===== src/rtl/seq_pkg.sv =====
// Shared constants and types for the element index sequencer.
// Assumes a 32-entry integer register space addressed by 5 bits.
package seq_pkg;
    localparam int REG_W    = 5;
    localparam int NUM_REGS = 1 << REG_W;

    typedef enum logic [1:0] {
        ST_IDLE = 2'd0,
        ST_RUN  = 2'd1,
        ST_FIN  = 2'd2
    } seq_state_e;

    typedef struct packed {
        logic             active;
        logic             is_vec;
        logic [REG_W-1:0] target;
    } redir_entry_t;
endpackage


===== src/rtl/seq_redirect_table.sv =====
// Per-register redirection table with one write port and NPORTS
// combinational lookup ports. A lookup returns the stored target when the
// entry is active and the register number itself otherwise, plus a vector
// flag that is only set for active entries marked as vectors.
// Assumes: reads in the cycle of a write return the old contents.
module seq_redirect_table
    import seq_pkg::*;
#(
    parameter int NPORTS = 2
) (
    input  logic                          clk,
    input  logic                          rst_n,
    input  logic                          wr_en,
    input  logic [REG_W-1:0]              wr_addr,
    input  redir_entry_t                  wr_entry,
    input  logic [NPORTS-1:0][REG_W-1:0]  lk_reg,
    output logic [NPORTS-1:0][REG_W-1:0]  lk_eff,
    output logic [NPORTS-1:0]             lk_vec
);
    redir_entry_t tab_q [NUM_REGS];

    // Table storage: cleared on reset, one entry written per cycle.
    always_ff @(posedge clk) begin
        if (!rst_n) begin
            for (int k = 0; k < NUM_REGS; k++) begin
                tab_q[k] <= '0;
            end
        end else if (wr_en) begin
            tab_q[wr_addr] <= wr_entry;
        end
    end

    for (genvar p = 0; p < NPORTS; p++) begin : g_lookup
        redir_entry_t hit;
        // Lookup port p: substitute the target when the entry is active.
        always_comb begin
            hit       = tab_q[lk_reg[p]];
            lk_eff[p] = hit.active ? hit.target : lk_reg[p];
            lk_vec[p] = hit.active & hit.is_vec;
        end
    end
endmodule


===== src/rtl/seq_lane_walker.sv =====
// Walks the source and destination element indices of one vectorised
// access and emits one descriptor per element on a valid/ready handshake.
// Dual mode: i skips clear source-mask lanes, j skips clear destination-
// mask lanes, and each side advances only if it is a vector. Shared mode:
// i is the only lane index, gated by the source mask. At most one lane is
// skipped per index per clock. Assumes register numbers have already been
// redirected and start is only honoured in the idle state.
module seq_lane_walker
    import seq_pkg::*;
#(
    parameter  int LANES = 8,
    parameter  int IMM_W = 12,
    localparam int IDX_W = $clog2(LANES + 1),
    localparam int SEL_W = $clog2(LANES)
) (
    input  logic             clk,
    input  logic             rst_n,
    input  logic             start,
    input  logic [IDX_W-1:0] vl_in,
    input  logic [REG_W-1:0] rs_eff,
    input  logic [REG_W-1:0] rd_eff,
    input  logic             src_vec,
    input  logic             dst_vec,
    input  logic             shared,
    input  logic [IMM_W-1:0] imm,
    input  logic [LANES-1:0] smask,
    input  logic [LANES-1:0] dmask,
    output logic             op_valid,
    input  logic             op_ready,
    output logic [REG_W-1:0] op_rs,
    output logic [REG_W-1:0] op_rd,
    output logic [IMM_W-1:0] op_imm,
    output logic             done
);
    seq_state_e       state_q;
    logic [IDX_W-1:0] i_q, j_q, vl_q;
    logic [LANES-1:0] smask_q, dmask_q;
    logic             svec_q, dvec_q, shared_q;
    logic [REG_W-1:0] rs_q, rd_q;
    logic [IMM_W-1:0] imm_q;

    logic             end_now, skip_i, skip_j, issue, fire, last_op;
    logic [IDX_W-1:0] vl_clamped, dst_idx;

    // Saturate the requested length to the lane count.
    always_comb begin
        vl_clamped = (vl_in > IDX_W'(LANES)) ? IDX_W'(LANES) : vl_in;
    end

    // Per-cycle decision: end of walk, lane skips, or issue.
    always_comb begin
        end_now = (i_q >= vl_q) || (!shared_q && (j_q >= vl_q));
        skip_i  = (state_q == ST_RUN) && !end_now && (shared_q || svec_q)
                  && !smask_q[i_q[SEL_W-1:0]];
        skip_j  = (state_q == ST_RUN) && !end_now && !shared_q && dvec_q
                  && !dmask_q[j_q[SEL_W-1:0]];
        issue   = (state_q == ST_RUN) && !end_now && !skip_i && !skip_j;
        fire    = issue && op_ready;
        last_op = shared_q ? !dvec_q : (!svec_q && !dvec_q);
    end

    // Descriptor outputs formed from the captured bases and live indices.
    always_comb begin
        dst_idx  = shared_q ? i_q : j_q;
        op_valid = issue;
        op_rs    = rs_q + (svec_q ? REG_W'(i_q) : '0);
        op_rd    = rd_q + (dvec_q ? REG_W'(dst_idx) : '0);
        op_imm   = imm_q;
        done     = (state_q == ST_FIN);
    end

    // Sequencing state: capture on start, then walk until the end.
    always_ff @(posedge clk) begin
        if (!rst_n) begin
            state_q  <= ST_IDLE;
            i_q      <= '0;
            j_q      <= '0;
            vl_q     <= '0;
            smask_q  <= '0;
            dmask_q  <= '0;
            svec_q   <= 1'b0;
            dvec_q   <= 1'b0;
            shared_q <= 1'b0;
            rs_q     <= '0;
            rd_q     <= '0;
            imm_q    <= '0;
        end else begin
            case (state_q)
                ST_IDLE: begin
                    if (start) begin
                        i_q      <= '0;
                        j_q      <= '0;
                        vl_q     <= vl_clamped;
                        smask_q  <= smask;
                        dmask_q  <= dmask;
                        svec_q   <= src_vec;
                        dvec_q   <= dst_vec;
                        shared_q <= shared;
                        rs_q     <= rs_eff;
                        rd_q     <= rd_eff;
                        imm_q    <= imm;
                        state_q  <= (vl_clamped == '0) ? ST_FIN : ST_RUN;
                    end
                end
                ST_RUN: begin
                    if (skip_i || (fire && (shared_q || svec_q))) begin
                        i_q <= i_q + 1'b1;
                    end
                    if (skip_j || (fire && !shared_q && dvec_q)) begin
                        j_q <= j_q + 1'b1;
                    end
                    if (end_now || (fire && last_op)) begin
                        state_q <= ST_FIN;
                    end
                end
                default: state_q <= ST_IDLE;
            endcase
        end
    end

    // a stalled descriptor stays valid and unchanged.
    a_r8_hold_stalled: assert property (@(posedge clk) disable iff (!rst_n)
        (op_valid && !op_ready) |=> (op_valid && $stable(op_rs)
                                     && $stable(op_rd) && $stable(op_imm)));

    // nothing is issued at or beyond the vector length.
    a_r4_index_in_range: assert property (@(posedge clk) disable iff (!rst_n)
        op_valid |-> ((i_q < vl_q) && (shared_q || (j_q < vl_q))));

    // done lasts exactly one cycle.
    a_r4_done_single: assert property (@(posedge clk) disable iff (!rst_n)
        done |=> !done);

    // each index steps by at most one lane per clock while walking.
    a_r9_i_step: assert property (@(posedge clk) disable iff (!rst_n)
        (state_q == ST_RUN) |=> ((i_q == $past(i_q)) || (i_q == $past(i_q) + 1'b1)));
    a_r9_j_step: assert property (@(posedge clk) disable iff (!rst_n)
        (state_q == ST_RUN) |=> ((j_q == $past(j_q)) || (j_q == $past(j_q) + 1'b1)));

    // a scalar source in dual mode never moves its index.
    a_r3_scalar_src_frozen: assert property (@(posedge clk) disable iff (!rst_n)
        ((state_q == ST_RUN) && !svec_q && !shared_q) |=> $stable(i_q));

    // both-scalar dual walk finishes right after its single issue.
    a_r5_single_then_done: assert property (@(posedge clk) disable iff (!rst_n)
        (fire && !shared_q && !svec_q && !dvec_q) |=> done);

    // shared mode with a scalar destination finishes after its first issue.
    a_r6_shared_scalar_stop: assert property (@(posedge clk) disable iff (!rst_n)
        (fire && shared_q && !dvec_q) |=> done);

    // a zero-length start yields done in the next cycle.
    a_r7_zero_len_done: assert property (@(posedge clk) disable iff (!rst_n)
        ((state_q == ST_IDLE) && start && (vl_in == '0)) |=> done);
endmodule


===== src/rtl/elem_seq_top.sv =====
// Top of the dual-predicated element index sequencer. Redirects the source
// and destination register numbers through the table at start and hands
// the result to the lane walker, which issues one descriptor per element.
// Assumes start is a single-cycle pulse; starts during a walk are dropped.
module elem_seq_top
    import seq_pkg::*;
#(
    parameter  int LANES = 8,
    parameter  int IMM_W = 12,
    localparam int IDX_W = $clog2(LANES + 1)
) (
    input  logic             clk,
    input  logic             rst_n,
    input  logic             tbl_we,
    input  logic [REG_W-1:0] tbl_addr,
    input  logic             tbl_active,
    input  logic             tbl_vec,
    input  logic [REG_W-1:0] tbl_target,
    input  logic             start,
    input  logic [IDX_W-1:0] start_vl,
    input  logic [REG_W-1:0] start_rs,
    input  logic [REG_W-1:0] start_rd,
    input  logic [IMM_W-1:0] start_imm,
    input  logic [LANES-1:0] start_smask,
    input  logic [LANES-1:0] start_dmask,
    input  logic             start_shared,
    output logic             op_valid,
    input  logic             op_ready,
    output logic [REG_W-1:0] op_rs,
    output logic [REG_W-1:0] op_rd,
    output logic [IMM_W-1:0] op_imm,
    output logic             done
);
    localparam int P_SRC = 0;
    localparam int P_DST = 1;

    redir_entry_t                wr_entry;
    logic [1:0][REG_W-1:0]       lk_reg;
    logic [1:0][REG_W-1:0]       lk_eff;
    logic [1:0]                  lk_vec;

    // Pack the table write and the two lookups.
    always_comb begin
        wr_entry.active = tbl_active;
        wr_entry.is_vec = tbl_vec;
        wr_entry.target = tbl_target;
        lk_reg[P_SRC]   = start_rs;
        lk_reg[P_DST]   = start_rd;
    end

    seq_redirect_table #(
        .NPORTS (2)
    ) u_table (
        .clk      (clk),
        .rst_n    (rst_n),
        .wr_en    (tbl_we),
        .wr_addr  (tbl_addr),
        .wr_entry (wr_entry),
        .lk_reg   (lk_reg),
        .lk_eff   (lk_eff),
        .lk_vec   (lk_vec)
    );

    seq_lane_walker #(
        .LANES (LANES),
        .IMM_W (IMM_W)
    ) u_walker (
        .clk      (clk),
        .rst_n    (rst_n),
        .start    (start),
        .vl_in    (start_vl),
        .rs_eff   (lk_eff[P_SRC]),
        .rd_eff   (lk_eff[P_DST]),
        .src_vec  (lk_vec[P_SRC]),
        .dst_vec  (lk_vec[P_DST]),
        .shared   (start_shared),
        .imm      (start_imm),
        .smask    (start_smask),
        .dmask    (start_dmask),
        .op_valid (op_valid),
        .op_ready (op_ready),
        .op_rs    (op_rs),
        .op_rd    (op_rd),
        .op_imm   (op_imm),
        .done     (done)
    );
endmodule


===== config.mk =====
export PLATFORM = sky130hd
export DESIGN_NAME = elem_seq_top
export DESIGN_NICKNAME = d
export VERILOG_FILES = /design/src/rtl/seq_pkg.sv /design/src/rtl/seq_redirect_table.sv /design/src/rtl/seq_lane_walker.sv /design/src/rtl/elem_seq_top.sv
export SDC_FILE = /design/constraint.sdc
export NUM_CORES = 1
export LEC_CHECK = 0
export BUFFER_PORTS_ARGS = -buffer_cell sky130_fd_sc_hd__buf_4
export CAP_MARGIN = 20
export CORE_MARGIN = 2
export CORE_UTILIZATION = 32
export DETAILED_ROUTE_END_ITERATION = 8
export RECOVER_POWER = 50
export SLEW_MARGIN = 0
export SYNTH_ARGS = -nofsm -noshare
export SYNTH_HDL_FRONTEND = slang
export SYNTH_SLANG_ARGS = --single-unit

===== constraint.sdc =====
create_clock -name clk -period 5.71 [get_ports clk]
set_input_delay 0.8565 -clock clk [delete_from_list [all_inputs] [get_ports clk]]
set_output_delay 0.8565 -clock clk [all_outputs]
set_load 0.1 [all_outputs]

==> flow_summary.ini, run 1 <==
[run_status]
status = finished, violations left
violations = max-capacitance violations, max-slew violations

[timing]
hold_violations = 0
maxSlewViolCount = 83
rsz0062_at_grt = no
max_freq_mhz = 229
fin_crit_ns = 4.37
worst_pin_slew_ns = 1.98
tns_ns = 0
skew_ns = 0.0109
finalSetupViolations = 0
maxSlewHeadroom = -0.320
final.period_utilization = 0.766

[logic_synthesis]
async_flop_share = 0
synthFlopType = edfxtp_1
syn_nets = 1370
mappedNetlistArea_um2 = 15500
yosysTopAreaCellShare = 0.434
syn_inst = 1290
ys_seq_area_frac = 0.505
ys_ff_latch = 279
synth_area_leader_cell = edfxtp_1
synth_edf_count = 224
ys_warn_count = 0
synth.distinct_cells = 58
yosys-top-cells-area = edfxtp_1 (43%), mux4_2 (12%), and2_1 (9.5%)
synth_area_per_cell_um2 = 12.0

[global_route]
grt_max_degree = 49
track_usage = 0.173
grt-ovfl-total = 0
grt_pass1_wl_um = 65300
grt_pass1_vias = 10500
antenna_found_initial = 0

[critical_path]
reg2reg_from = u_walker.state_q[0]$_SDFFE_PN0P_
critical_path_class = in -> reg
ff2ff_setup_slack_ns = 2.81
reg2reg_to = u_walker.rs_q[1]$_SDFFE_PN0P_
cp-start-kind = input port
worstRegToRegCells = 5
critPathRequiredTime_ns = 5.92
worstSetupEndpointType = flip-flop
critPathArrivalTime_ns = 4.58
cp_max_fo = 42

[clock_tree]
cts_tree = built
root_buffer = clkbuf_16
cts.sinks = 279
clock_latency_ns = 0.59
cts_resized = 0
clkTransAtPathRegs_ns = 0.06
htreeDepth = 1
post-cts-setup-buffers = 0
holdBufCountCts = 0
cts_made_buffers = 31
clk_path_buf_depth = 3

[final_layout]
drive_above_1_share = 0.159
fillerInstances = 4568
multi_input_area_um2 = 7140
post-route-cell-area_um2 = 17500
nets = 1402
regArea_um2 = 7830
syn_to_final_growth_pct = 12.8
final_core_util = 0.366
diodes = 0

[route]
viasPerCell = 5.48
first_pass_iters = 6
wire_per_inst_um = 22.5
first_iter_violations = 1197
wirelength_um = 44100
drc = 0
antenna_left = 0
vias = 10700

[hold_path]
holdCritPathClass = reg -> reg
worstHoldStart = u_walker.op_imm[3]$_SDFFE_PN0P_
hold_path_end = u_walker.op_imm[3]$_SDFFE_PN0P_
whs_path_depth = 2

[power]
ir_worst_vdd_mv = 0.233
p_leak_nw = 6.16
power_density_nw_per_um2 = 293

[floorplanning]
die_h_um = 224
row_count = 80
initial_core_util = 0.324
num_io_pins = 84
die_area_um2 = 50200
core_area_um2 = 47700
die_w_um = 224

[placement]
place_area_um2 = 16500
place_congestion = 0.931
portBuffers = 83
hpwl_um = 30300

[job]
drv_cap = 2
[metrics by stage]
step | setup WS (ns) | std cells | total power [mW] | hold WS, ns
final | 1.34 | 1961 | 5.13 | 0.468
after global routing | 1.02 | 1961 | 5.28 | 0.491
after CTS | 1.74 | 1956 | 5.15 | 0.468
after detailed placement | 1.98 | 1899 | 3.19 | 0.459
after global placement | 2.11 | 1898 | 3.17 | 0.450
after floorplan | 1.18 | 1290 | 2.93 | 0.432
[layout make-up]
class / instances / share of cell area
flip-flops and latches: 279 / 0.448
multi-input cells: 890 / 0.409
repair buffers: 95 / 0.0365
inverters: 25 / 0.00537
well taps: 615 / 0.0440
clock buffers: 35 / 0.0452
clock inverters: 22 / 0.0121
[worst max path at each step]
stage | depth (start not counted) | start | slack (ns) | to
6_report | 3 | rst_n | 1.34 | u_table.tab_q[15][2]$_SDFFCE_PN0P_
5_1_grt | 3 | rst_n | 1.02 | u_table.tab_q[15][2]$_SDFFCE_PN0P_
4_1_cts | 10 | u_walker.i_q[0]$_SDFFE_PN0P_ | 1.74 | op_rd[4]
2_1_floorplan | 8 | u_walker.i_q[0]$_SDFFE_PN0P_ | 1.18 | op_valid
3_5_place_dp | 3 | rst_n | 1.98 | u_table.tab_q[15][5]$_SDFFCE_PN0P_
3_3_place_gp | 3 | rst_n | 2.11 | u_table.tab_q[15][4]$_SDFFCE_PN0P_
[power by group]
group / switching, mW / total [mW] / internal [mW] / leakage (nW)
registers: 0.0933 / 2.41 / 2.32 / 2.58
logic: 0.480 / 0.740 / 0.260 / 3.09
clock network: 0.844 / 1.98 / 1.14 / 0.488
total: 1.42 / 5.13 / 3.71 / 6.16
[flip-flops by register name, summed over array words and instances (netlist names), 5 cells and up]
name / flops
u_walker.dmask_q: 8
u_walker.op_imm: 12
u_walker.rd_q: 5
u_table.tab_q: 224
u_walker.rs_q: 5
u_walker.smask_q: 8
[metal layers]
| metal | up-vias | wire length (µm) | GRT usage |
|---|---|---|---|
| met4 | 0 | 1650 | 0.0654 |
| met5 | - | 0 | 0 |
| met2 | 481 | 20300 | 0.278 |
| met1 | 5338 | 18900 | 0.232 |
| li1 | 4838 | - | - |
| met3 | 88 | 3180 | 0.0329 |
[worst max-delay path, stage by stage]
cell and delay, ns:
clkbuf_1 1.36, nand4_1 1.15, o21ai_0 1.19
[cells in the final DEF, fill, tap and decap left out, drive strengths merged, types with 6 or more instances in the layout]
cell	instances
nand3b	9
a221oi	8
mux4	85
and2	234
a21boi	37
a21oi	18
nand2	115
buf	75
nor2b	18
dfxtp	55
a211oi	6
clkinv	13
clkbuf	55
ha	18
edfxtp	224
inv	28
a21o	6
nor2	52
o211ai	7
nand3	34
a22oi	23
a31oi	7
a22o	6
xnor2	6
mux2i	88
o21ai	57
or3	6
[cell usage after synthesis (8+ instances only)]
cell type	instances
a22oi_1	23
nand2_1	115
edfxtp_1	224
nor2b_1	18
a221oi_1	8
inv_1	25
mux4_2	80
nand3b_1	9
clkbuf_1	62
dfxtp_1	55
a21boi_0	37
and2_1	234
nor2_1	52
nand3_1	34
ha_1	18
mux2i_1	88
buf_2	23
o21ai_0	53
a21oi_1	18
[cells by family after synthesis]
| kind of cell | Yosys count | share of synthesized area |
|---|---|---|
| buffers and inverters | 121 | 0.0334 |
| and+or+nand+nor | 494 | 0.172 |
| muxes | 176 | 0.184 |
| adders and majority gates | 20 | 0.0171 |
| xor gates and xnor gates | 6 | 0.00339 |
| AOI/OAI and AO/OA | 194 | 0.0851 |
| DFF | 279 | 0.505 |
Note: power is estimated with default switching activity, not from simulation.
==> run 2: changes to the inputs <==
==> constraint.sdc (replaced) <==
create_clock -name clk -period 3.95 [get_ports clk]
set_input_delay 0.5925 -clock clk [delete_from_list [all_inputs] [get_ports clk]]
set_output_delay 0.5925 -clock clk [all_outputs]
set_load 0.1 [all_outputs]
==> run 2 against run 1 <==
Compared with the run above: the flow now finishes without violations; via count is 0.21% lower; count of clock-buffer cells in the layout is 1 higher; clock power is 46% higher; setup slack worse by 0.88 ns; die area stayed put; sequential share of layout area is 0.57 points lower; wire length is 1.0% higher; cell count is 1.5% higher; clock skew is 0.019 ns higher; critical path type is now reg -> out.
==> flow_summary.ini, run 2 (same netlist as run 1, synthesis figures left out) <==
[placement]
portBuffers = 83
dp_slack_ns = 0.809
place_area_um2 = 16800
hpwl_um = 31200
dp_cells = 1931
place_congestion = 0.933

[clock_tree]
cts.sinks = 279
post-cts-setup-buffers = 0
cts_tree = built
htreeDepth = 1
clk_path_buf_depth = 3
clock_latency_ns = 0.59
clkTransAtPathRegs_ns = 0.07
root_buffer = clkbuf_16
holdBufCountCts = 0
cts_resized = 0
cts_made_buffers = 30

[power]
clockPowerShare = 0.387
cellInternalPower_mw = 5.40
switching_power_mw = 2.06
p_leak_nw = 6.35
ir_worst_vdd_mv = 0.326
swShare = 0.276
combPwrFrac = 0.147
seq_power_share = 0.466
power_density_nw_per_um2 = 422
power_mw = 7.46

[hold_path]
whs_path_depth = 3
worstHoldStart = start_imm[1]
holdCritPathClass = in -> reg
hold_path_end = u_walker.op_imm[1]$_SDFFE_PN0P_

[critical_path]
worstSetupEndpointType = output pin
reg2reg_from = u_walker.i_q[0]$_SDFFE_PN0P_
ff2ff_setup_slack_ns = 1.41
path_cells = mux2i_1 -> nor2b_1 -> ha_1 -> inv_1 -> fa_1 -> inv_1 -> a21o_1 -> a21oi_1 -> xnor2_1 -> buf_4
cp_slowest_stage_delay_ns = 0.61
cp_max_fo = 11
worstRegToRegCells = 8
critical_path_class = reg -> out
cp-start-kind = flip-flop
slowest_stage = dfxtp_1
crit_top_cell = inv_1
critPathArrivalTime_ns = 2.90
critPathRequiredTime_ns = 3.36
reg2reg_to = u_walker.i_q[2]$_SDFFE_PN0P_

[timing]
setup_ws_ns = 0.458
maxSlewViolCount = 0
final.period_utilization = 0.884
skew_ns = 0.0295
rsz0062_at_grt = no
fin_crit_ns = 3.49
tns_ns = 0
max_freq_mhz = 286
finalSetupViolations = 0
maxSlewHeadroom = 0.125
worst_pin_slew_ns = 1.31
hold_violations = 0
holdWs_ns = 0.287

[global_route]
grt_pass1_wl_um = 66700
grt_max_degree = 68
track_usage = 0.177
antenna_found_initial = 2
grt-ovfl-total = 0
grt_pass1_vias = 10500

[route]
first_pass_iters = 5
wire_per_inst_um = 22.4
viasPerCell = 5.39
antenna_left = 0
vias = 10700
first_iter_violations = 1212
drc = 0
wirelength_um = 44600

[floorplanning]
die_area_um2 = 50200
core_area_um2 = 47700
die_h_um = 224
die_w_um = 224
initial_core_util = 0.324
num_io_pins = 84
row_count = 80

[final_layout]
drive_above_1_share = 0.177
multi_input_area_um2 = 7150
regArea_um2 = 7830
regMostFlops = u_table.tab_q
fillerInstances = 4628
nets = 1431
syn_to_final_growth_pct = 14.3
diodes = 0
layout_commonest_cell = edfxtp_1
final_core_util = 0.371
layout_common_cells = edfxtp_1 (224), and2_1 (147), nand2_1 (115)
final_cells = 1990
post-route-cell-area_um2 = 17700
largest_reg_flops = 224

[run_status]
status = complete, no violations

[job]
drv_cap = 0
[run 2: power by group through the flow]
stage / sequential (mW) / clock, mW / combinational (mW)
CTS: 3.47 / 2.93 / 1.11
finish: 3.47 / 2.89 / 1.10
detailed placement: 3.53 / 0 / 1.10
global route: 3.49 / 3.05 / 1.17
floorplan: 3.53 / 0 / 0.700
global placement: 3.53 / 0 / 1.09
[run 2: final cells by class]
type | count | area share
Clock buffer | 36 | 0.0437
Clock inverter | 20 | 0.0124
Inverter | 25 | 0.00530
Multi-Input combinational cell | 890 | 0.404
Sequential cell | 279 | 0.442
Tap cell | 615 | 0.0435
Timing Repair Buffer | 125 | 0.0491
[run 2: routing by layer]
| layer | part of all wire | vias up | global-route usage |
|---|---|---|---|
| met2 | 0.46 | 427 | 0.282 |
| met5 | 0 | - | 0 |
| met1 | 0.43 | 5320 | 0.238 |
| met3 | 0.091 | 69 | 0.0493 |
| li1 | - | 4906 | - |
| met4 | 0.028 | 0 | 0.0460 |
[run 2: how the worst max path moves through the flow]
stage / from / end / slack, ns
3_5_place_dp: start_rs[0] / u_walker.rs_q[2]$_SDFFE_PN0P_ / 0.81
6_report: u_walker.i_q[0]$_SDFFE_PN0P_ / op_rd[4] / 0.46
5_1_grt: u_walker.i_q[0]$_SDFFE_PN0P_ / op_valid / 0.18
2_1_floorplan: u_walker.shared_q$_SDFFE_PN0P_ / op_rd[4] / 0.10
3_3_place_gp: start_rs[0] / u_walker.rs_q[2]$_SDFFE_PN0P_ / 0.86
4_1_cts: u_walker.i_q[0]$_SDFFE_PN0P_ / op_rd[4] / 0.40
[run 2: worst max-delay path: cells and delay by family, from the launching register on]
family	cells	cell delay, ns
XOR/XNOR	1	0.20
multiplexers	1	0.14
flip-flops	1	0.61
adder cells (fa/ha/maj)	2	0.60
buffers and inverters	3	0.46
AO/OA/AOI/OAI	2	0.17
AND/OR/NAND/NOR	1	0.15
